--- src/rtl/spi_shift_master_pkg.sv ---
package spi_shift_master_pkg;

  typedef enum logic [1:0] {
    RATE_DIV_LO  = 2'd0,
    RATE_DIV_MID = 2'd1,
    RATE_DIV_HI  = 2'd2,
    RATE_TICK    = 2'd3
  } rate_e;

endpackage

--- src/rtl/spi_rate_gen.sv ---
module spi_rate_gen
  import spi_shift_master_pkg::*;
#(
  parameter int DIV_LO  = 4,
  parameter int DIV_MID = 16,
  parameter int DIV_HI  = 64
) (
  input  logic  clk,
  input  logic  rst_n,
  input  logic  run,
  input  rate_e rate,
  input  logic  tmr_tick,
  output logic  hstep
);

  localparam int HALF_LO  = DIV_LO / 2;
  localparam int HALF_MID = DIV_MID / 2;
  localparam int HALF_HI  = DIV_HI / 2;
  localparam int CW       = $clog2(HALF_HI + 1);

  logic [CW-1:0] cnt_q, cnt_d, lim_m1;
  logic          hit;

  always_comb begin
    case (rate)
      RATE_DIV_LO:  lim_m1 = CW'(HALF_LO - 1);
      RATE_DIV_MID: lim_m1 = CW'(HALF_MID - 1);
      default:      lim_m1 = CW'(HALF_HI - 1);
    endcase
  end

  assign hit = (cnt_q == lim_m1);

  always_comb begin
    cnt_d = cnt_q;
    if (!run || rate == RATE_TICK) begin
      cnt_d = '0;
    end else if (hit) begin
      cnt_d = '0;
    end else begin
      cnt_d = cnt_q + 1'b1;
    end
  end

  assign hstep = run & ((rate == RATE_TICK) ? tmr_tick : hit);

  always_ff @(posedge clk or negedge rst_n) begin
    if (!rst_n) begin
      cnt_q <= '0;
    end else begin
      cnt_q <= cnt_d;
    end
  end

endmodule

--- src/rtl/spi_shifter.sv ---
module spi_shifter #(
  parameter int W = 8
) (
  input  logic         clk,
  input  logic         rst_n,
  input  logic         start,
  input  logic [W-1:0] tx_data,
  input  logic         hstep,
  input  logic         cpol,
  input  logic         cpha,
  input  logic         smp_late,
  input  logic         sdo_en,
  input  logic         sdi,
  output logic         busy,
  output logic         sck,
  output logic         sdo,
  output logic         done,
  output logic [W-1:0] rx_word
);

  localparam int HC = 2 * W;
  localparam int HW = $clog2(HC);

  logic          busy_q, busy_d;
  logic [HW-1:0] hcnt_q, hcnt_d;
  logic [W-1:0]  sh_q, sh_d;
  logic          mid_q, mid_d;
  logic          last_half, second_half, in_bit;

  assign last_half   = (hcnt_q == HW'(HC - 1));
  assign second_half = hcnt_q[0];
  assign in_bit      = smp_late ? sdi : mid_q;

  always_comb begin
    busy_d = busy_q;
    hcnt_d = hcnt_q;
    sh_d   = sh_q;
    mid_d  = mid_q;
    if (!busy_q) begin
      if (start) begin
        busy_d = 1'b1;
        hcnt_d = '0;
        sh_d   = tx_data;
      end
    end else if (hstep) begin
      if (!second_half) begin
        if (!smp_late) mid_d = sdi;
      end else begin
        sh_d = {sh_q[W-2:0], in_bit};
      end
      if (last_half) begin
        busy_d = 1'b0;
        hcnt_d = '0;
      end else begin
        hcnt_d = hcnt_q + 1'b1;
      end
    end
  end

  always_ff @(posedge clk or negedge rst_n) begin
    if (!rst_n) begin
      busy_q <= 1'b0;
      hcnt_q <= '0;
      sh_q   <= '0;
      mid_q  <= 1'b0;
    end else begin
      busy_q <= busy_d;
      hcnt_q <= hcnt_d;
      sh_q   <= sh_d;
      mid_q  <= mid_d;
    end
  end

  assign busy    = busy_q;
  assign done    = busy_q & hstep & last_half;
  assign rx_word = {sh_q[W-2:0], in_bit};
  assign sck     = busy_q ? (cpol ^ (cpha ? hcnt_q[0] : ~hcnt_q[0])) : cpol;
  assign sdo     = busy_q & sdo_en & sh_q[W-1];

  assert_len_R1: assert property (@(posedge clk) disable iff (!rst_n)
    $fell(busy_q) |-> $past(hcnt_q) == HW'(HC - 1));

  assert_collision_keeps_busy_R9: assert property (@(posedge clk) disable iff (!rst_n)
    (busy_q && start && !done) |=> busy_q);

endmodule

--- src/rtl/spi_rx_buffer.sv ---
module spi_rx_buffer #(
  parameter int W = 8
) (
  input  logic         clk,
  input  logic         rst_n,
  input  logic         done,
  input  logic [W-1:0] rx_word,
  input  logic         rd_en,
  input  logic         wcol_evt,
  output logic [W-1:0] rd_data,
  output logic         full,
  output logic         irq,
  output logic         ovf,
  output logic         wcol
);

  logic [W-1:0] buf_q, buf_d;
  logic         full_q, full_d;
  logic         irq_q, irq_d;
  logic         ovf_q, ovf_d;
  logic         wcol_q, wcol_d;

  always_comb begin
    buf_d  = buf_q;
    full_d = full_q;
    ovf_d  = ovf_q;
    wcol_d = wcol_q | wcol_evt;
    irq_d  = done;
    if (rd_en) full_d = 1'b0;
    if (done) begin
      if (!full_q) begin
        buf_d  = rx_word;
        full_d = 1'b1;
      end else begin
        ovf_d = 1'b1;
      end
    end
  end

  always_ff @(posedge clk or negedge rst_n) begin
    if (!rst_n) begin
      buf_q  <= '0;
      full_q <= 1'b0;
      irq_q  <= 1'b0;
      ovf_q  <= 1'b0;
      wcol_q <= 1'b0;
    end else begin
      buf_q  <= buf_d;
      full_q <= full_d;
      irq_q  <= irq_d;
      ovf_q  <= ovf_d;
      wcol_q <= wcol_d;
    end
  end

  assign rd_data = buf_q;
  assign full    = full_q;
  assign irq     = irq_q;
  assign ovf     = ovf_q;
  assign wcol    = wcol_q;

  assert_irq_single_R1: assert property (@(posedge clk) disable iff (!rst_n)
    irq_q |=> !irq_q);

  assert_full_on_done_R7: assert property (@(posedge clk) disable iff (!rst_n)
    (done && !rd_en) |=> full_q);

  assert_no_overwrite_R10: assert property (@(posedge clk) disable iff (!rst_n)
    full_q |=> $stable(buf_q));

  assert_ovf_sticky_R10: assert property (@(posedge clk) disable iff (!rst_n)
    ovf_q |=> ovf_q);

  assert_wcol_sticky_R9: assert property (@(posedge clk) disable iff (!rst_n)
    wcol_q |=> wcol_q);

endmodule

--- src/rtl/spi_shift_master.sv ---
module spi_shift_master
  import spi_shift_master_pkg::*;
#(
  parameter int DATA_W  = 8,
  parameter int DIV_LO  = 4,
  parameter int DIV_MID = 16,
  parameter int DIV_HI  = 64
) (
  input  logic              clk,
  input  logic              rst_n,
  input  logic              wr_en,
  input  logic [DATA_W-1:0] wr_data,
  input  logic              rd_en,
  output logic [DATA_W-1:0] rd_data,
  output logic              buf_full,
  output logic              xfer_irq,
  output logic              ovf_flag,
  output logic              wcol_flag,
  input  logic              cpol,
  input  logic              cpha,
  input  logic              smp_late,
  input  logic [1:0]        rate_sel,
  input  logic              tmr_tick,
  input  logic              sdo_en,
  output logic              sck,
  output logic              sdo,
  input  logic              sdi
);

  logic              busy_w, hstep_w, done_w, wcol_evt;
  logic [DATA_W-1:0] rx_word_w;

  assign wcol_evt = wr_en & busy_w;

  spi_rate_gen #(
    .DIV_LO (DIV_LO),
    .DIV_MID(DIV_MID),
    .DIV_HI (DIV_HI)
  ) u_rate (
    .clk     (clk),
    .rst_n   (rst_n),
    .run     (busy_w),
    .rate    (rate_e'(rate_sel)),
    .tmr_tick(tmr_tick),
    .hstep   (hstep_w)
  );

  spi_shifter #(.W(DATA_W)) u_shift (
    .clk     (clk),
    .rst_n   (rst_n),
    .start   (wr_en),
    .tx_data (wr_data),
    .hstep   (hstep_w),
    .cpol    (cpol),
    .cpha    (cpha),
    .smp_late(smp_late),
    .sdo_en  (sdo_en),
    .sdi     (sdi),
    .busy    (busy_w),
    .sck     (sck),
    .sdo     (sdo),
    .done    (done_w),
    .rx_word (rx_word_w)
  );

  spi_rx_buffer #(.W(DATA_W)) u_rxbuf (
    .clk     (clk),
    .rst_n   (rst_n),
    .done    (done_w),
    .rx_word (rx_word_w),
    .rd_en   (rd_en),
    .wcol_evt(wcol_evt),
    .rd_data (rd_data),
    .full    (buf_full),
    .irq     (xfer_irq),
    .ovf     (ovf_flag),
    .wcol    (wcol_flag)
  );

  assert_sck_idle_R3: assert property (@(posedge clk) disable iff (!rst_n)
    !busy_w |-> (sck == cpol));

  assert_irq_with_full_R7: assert property (@(posedge clk) disable iff (!rst_n)
    $rose(xfer_irq) |-> (buf_full || ovf_flag));

endmodule

--- config.mk ---
export PLATFORM = sky130hd
export DESIGN_NAME = spi_shift_master
export DESIGN_NICKNAME = d
export VERILOG_FILES = /design/src/rtl/spi_shift_master_pkg.sv /design/src/rtl/spi_rate_gen.sv /design/src/rtl/spi_shifter.sv /design/src/rtl/spi_rx_buffer.sv /design/src/rtl/spi_shift_master.sv
export SDC_FILE = /design/constraint.sdc
export NUM_CORES = 1
export LEC_CHECK = 0
export ABC_CLOCK_PERIOD_IN_PS = 2700
export BUFFER_PORTS_ARGS = -buffer_cell sky130_fd_sc_hd__buf_2
export CELL_PAD_IN_SITES_DETAIL_PLACEMENT = 1
export CELL_PAD_IN_SITES_GLOBAL_PLACEMENT = 2
export CORE_AREA = 2 2 72 74
export DETAILED_ROUTE_END_ITERATION = 8
export DIE_AREA = 0 0 74 76
export GPL_ROUTABILITY_DRIVEN = 0
export PLACE_DENSITY_LB_ADDON = 0.1
export RECOVER_POWER = 100
export SETUP_SLACK_MARGIN = 0.15
export SYNTH_ARGS = -nofsm -noshare
export SYNTH_HDL_FRONTEND = slang
export SYNTH_HIERARCHICAL = 1
export SYNTH_SLANG_ARGS = --single-unit
--- constraint.sdc ---
create_clock -name clk -period 2.7 [get_ports clk]
set_input_delay 0 -clock clk [delete_from_list [all_inputs] [get_ports clk]]
set_output_delay 0 -clock clk [all_outputs]
set_load 0.02 [all_outputs]
==> metrics.txt <==
status=finished with violations; violated checks=capacitance limit, slew limit; # IOs=34; slowest stage delay, CP=0.52 ns; TNS Setup=0 ns; clock latency on the worst-skew pair=0.29 ns; most common cell after layout, fill and taps aside=dfrtp_1; CP max-delay cell=or4_4; relative slew slack=-16.4%; Most used DFF post-synth=dfrtp_1; DRT Pass-1 Iters=4; Initial Util=34.7%; Mapped Cells=134; Post-synth EDFFs=0; die width=74 um; port bufs=33; Via density=4.76; WHS=0.0564 ns; CTS root buf=clkbuf_8; Final Hold Viols=0; grt ovf=0; Worst VDD drop=0.264 mV; Cell Chain, Critical Path=or4_4, a21oi_1, o211a_1, buf_4, nand3_1, nand2_2, mux2_1; critical path class=flop to flop; share of layout cells above drive strength 1=29.2%; largest net degree at the start of global routing=33; maxcap violations=1; fin crit period=2.37 ns; Routed Antenna Nets=0; Tot GR Track Use=14.6%; flops & latches, synth=32; Yosys cell types=43; postcts setup bufs=0; Routed WL=3510 um; die area=5620 um^2; Worst-Margin Slew=1.75 ns; final setup vio count=0; most frequent cells in the layout=32 x dfrtp_1, 18 x buf_2, 16 x clkbuf_1, 13 x mux2_1, 8 x mux2_2; CTS tree=yes; nature of the critical path startpoint=flop; Layout Utilization=39.4%; Seq/Total Area, Yosys=47.0%; synth warn=6; initial drt markers=46; syn nets=156; Tcrit/Tclk final=87.7%; first-pass GRT wire length=6310 um; htree depth=2; initial antenna violation count=0; CP Capture Type=flop; clk sinks=32; drt drc=0; CP Data Required Time=2.87 ns; FMAX=422 MHz; drt wl/cell=14.6 um; clock skew=0.00737 ns; CTS Buffer Depth=2; Critical Path AT=2.54 ns; Die Y=76 um; Post-Syn Area per Cell=12.7 um^2; Slew Viols, Final=33; CTS buffer count=5; kind of cell adding the most delay to the critical path=simple AND/OR/NAND/NOR gates; via count=1148; number of diodes=0; worst min path class=primary input to flop; Post-Syn Area=1700 um^2; Power Density=774 nW/um^2; FP Rows=26; Clock Pin Slew Worst Setup and Hold Paths=0.07 ns; RSZ-0062 raised after global routing=no; vias in the first global route=1289; Buf/Inv on CP=1; Post-synth ARST share=100%; Area growth syn-to-layout=13.7%; P_leak=0.000923 uW; Critical Path Fanout Max=7; HPWL Detailed=2500 um; final-stage net count=192; Core Box Area=4910 um^2
## tightest hold or removal path: cells and delay by family
family,cells,cell delay (ns)
mux,2,0.25
buf+inv,1,0.07
## report_power, final
part / leakage (uW) / internal, uW / switching (uW)
Sequential: 0.000414 / 599 / 122
Combinational: 0.000458 / 220 / 169
Clock: 0.0000510 / 203 / 185
Total: 0.000923 / 1020 / 477
## synth_stat cells, types with 2 or more instances
cell type / instances / area, um^2
nor3_1: 3 / 15.0
nand2b_1: 2 / 12.5
o211ai_1: 2 / 15.0
a21oi_1: 3 / 15.0
o31ai_1: 2 / 15.0
inv_1: 2 / 7.51
nand3_1: 6 / 30.0
mux2_1: 2 / 22.5
nand2_1: 6 / 22.5
and3_1: 3 / 18.8
ha_1: 2 / 25.0
dfrtp_1: 32 / 801
xnor2_1: 4 / 35.0
xor2_1: 2 / 17.5
nor2_1: 4 / 15.0
buf_4: 8 / 60.1
mux2_4: 15 / 225
mux2_2: 8 / 90.1
buf_6: 3 / 33.8
nor3b_1: 2 / 15.0
## layer usage
metal,part of all wire [%],vias to the layer above,GRT usage [%]
met2,47,24,21.5
met5,0,-,0
met4,1.6,0,5.09
li1,-,540,-
met3,4.9,7,5.29
met1,46,577,19.6
## through the flow
stage               power [uW]  instance area, um^2  setup WS (ns)  std cells
floorplan                 1120                 1700          0.425        134
global placement          1150                 1880          0.418        229
detailed placement        1170                 1880          0.376        229
CTS                       1570                 2020          0.366        241
global route              1620                 1940          0.188        241
finish                    1500                 1940          0.333        241
## area by class of cell
cell class              instances  area (um^2)
well taps                      70         87.6
multi-input cells              89          742
clock buffers                   6         82.6
repair buffers                 40          205
clock inverters                 2         10.0
flip-flops and latches         32          801
fillers                       567         2980
inverters                       2         7.51
## registers in the layout, indices dropped and copies added (netlist names)
| name | flops |
|---|---|
| u_rxbuf/rd_data | 8 |
| u_shift/sh_q | 8 |
| u_rate/cnt_q | 6 |
| u_shift/hcnt_q | 4 |
| u_rxbuf/full | 1 |
| u_rxbuf/irq | 1 |
| u_rxbuf/ovf | 1 |
| u_rxbuf/wcol | 1 |
| u_shift/busy | 1 |
| u_shift/mid_q | 1 |
## timing repair
item,4_1_cts,5_1_grt
setup endpoints to repair,0,0
gates resized for setup,0,0
endpoints found under the hold margin,35,0
hold buffers,4,0
## final timing paths
path                                      start                  to  slack (ns)  cells after the start
worst max-delay path            u_rate/cnt_q[1]     u_shift/sh_q[1]        0.33                      7
worst min-delay path                 wr_data[5]     u_shift/sh_q[5]        0.06                      3
max in group asynchronous                 rst_n   u_shift/hcnt_q[2]        0.98                      2
min in group asynchronous                 rst_n  u_rxbuf/rd_data[3]        0.71                      2
worst min register to register      u_rxbuf/ovf         u_rxbuf/ovf        0.47                      1
worst max register to register  u_rate/cnt_q[1]     u_shift/sh_q[1]        0.33                      7
## logic make-up after synthesis
kind of cell,after synthesis,share of synthesized area [%]
simple gates,39,14.1
flops,32,47.0
mux,25,19.8
compound gates,17,8.52
buf+inv,13,5.95
xor+xnor,6,3.09
fa+ha+maj,2,1.47
No activity file was read; power rests on OpenSTA's default activity.
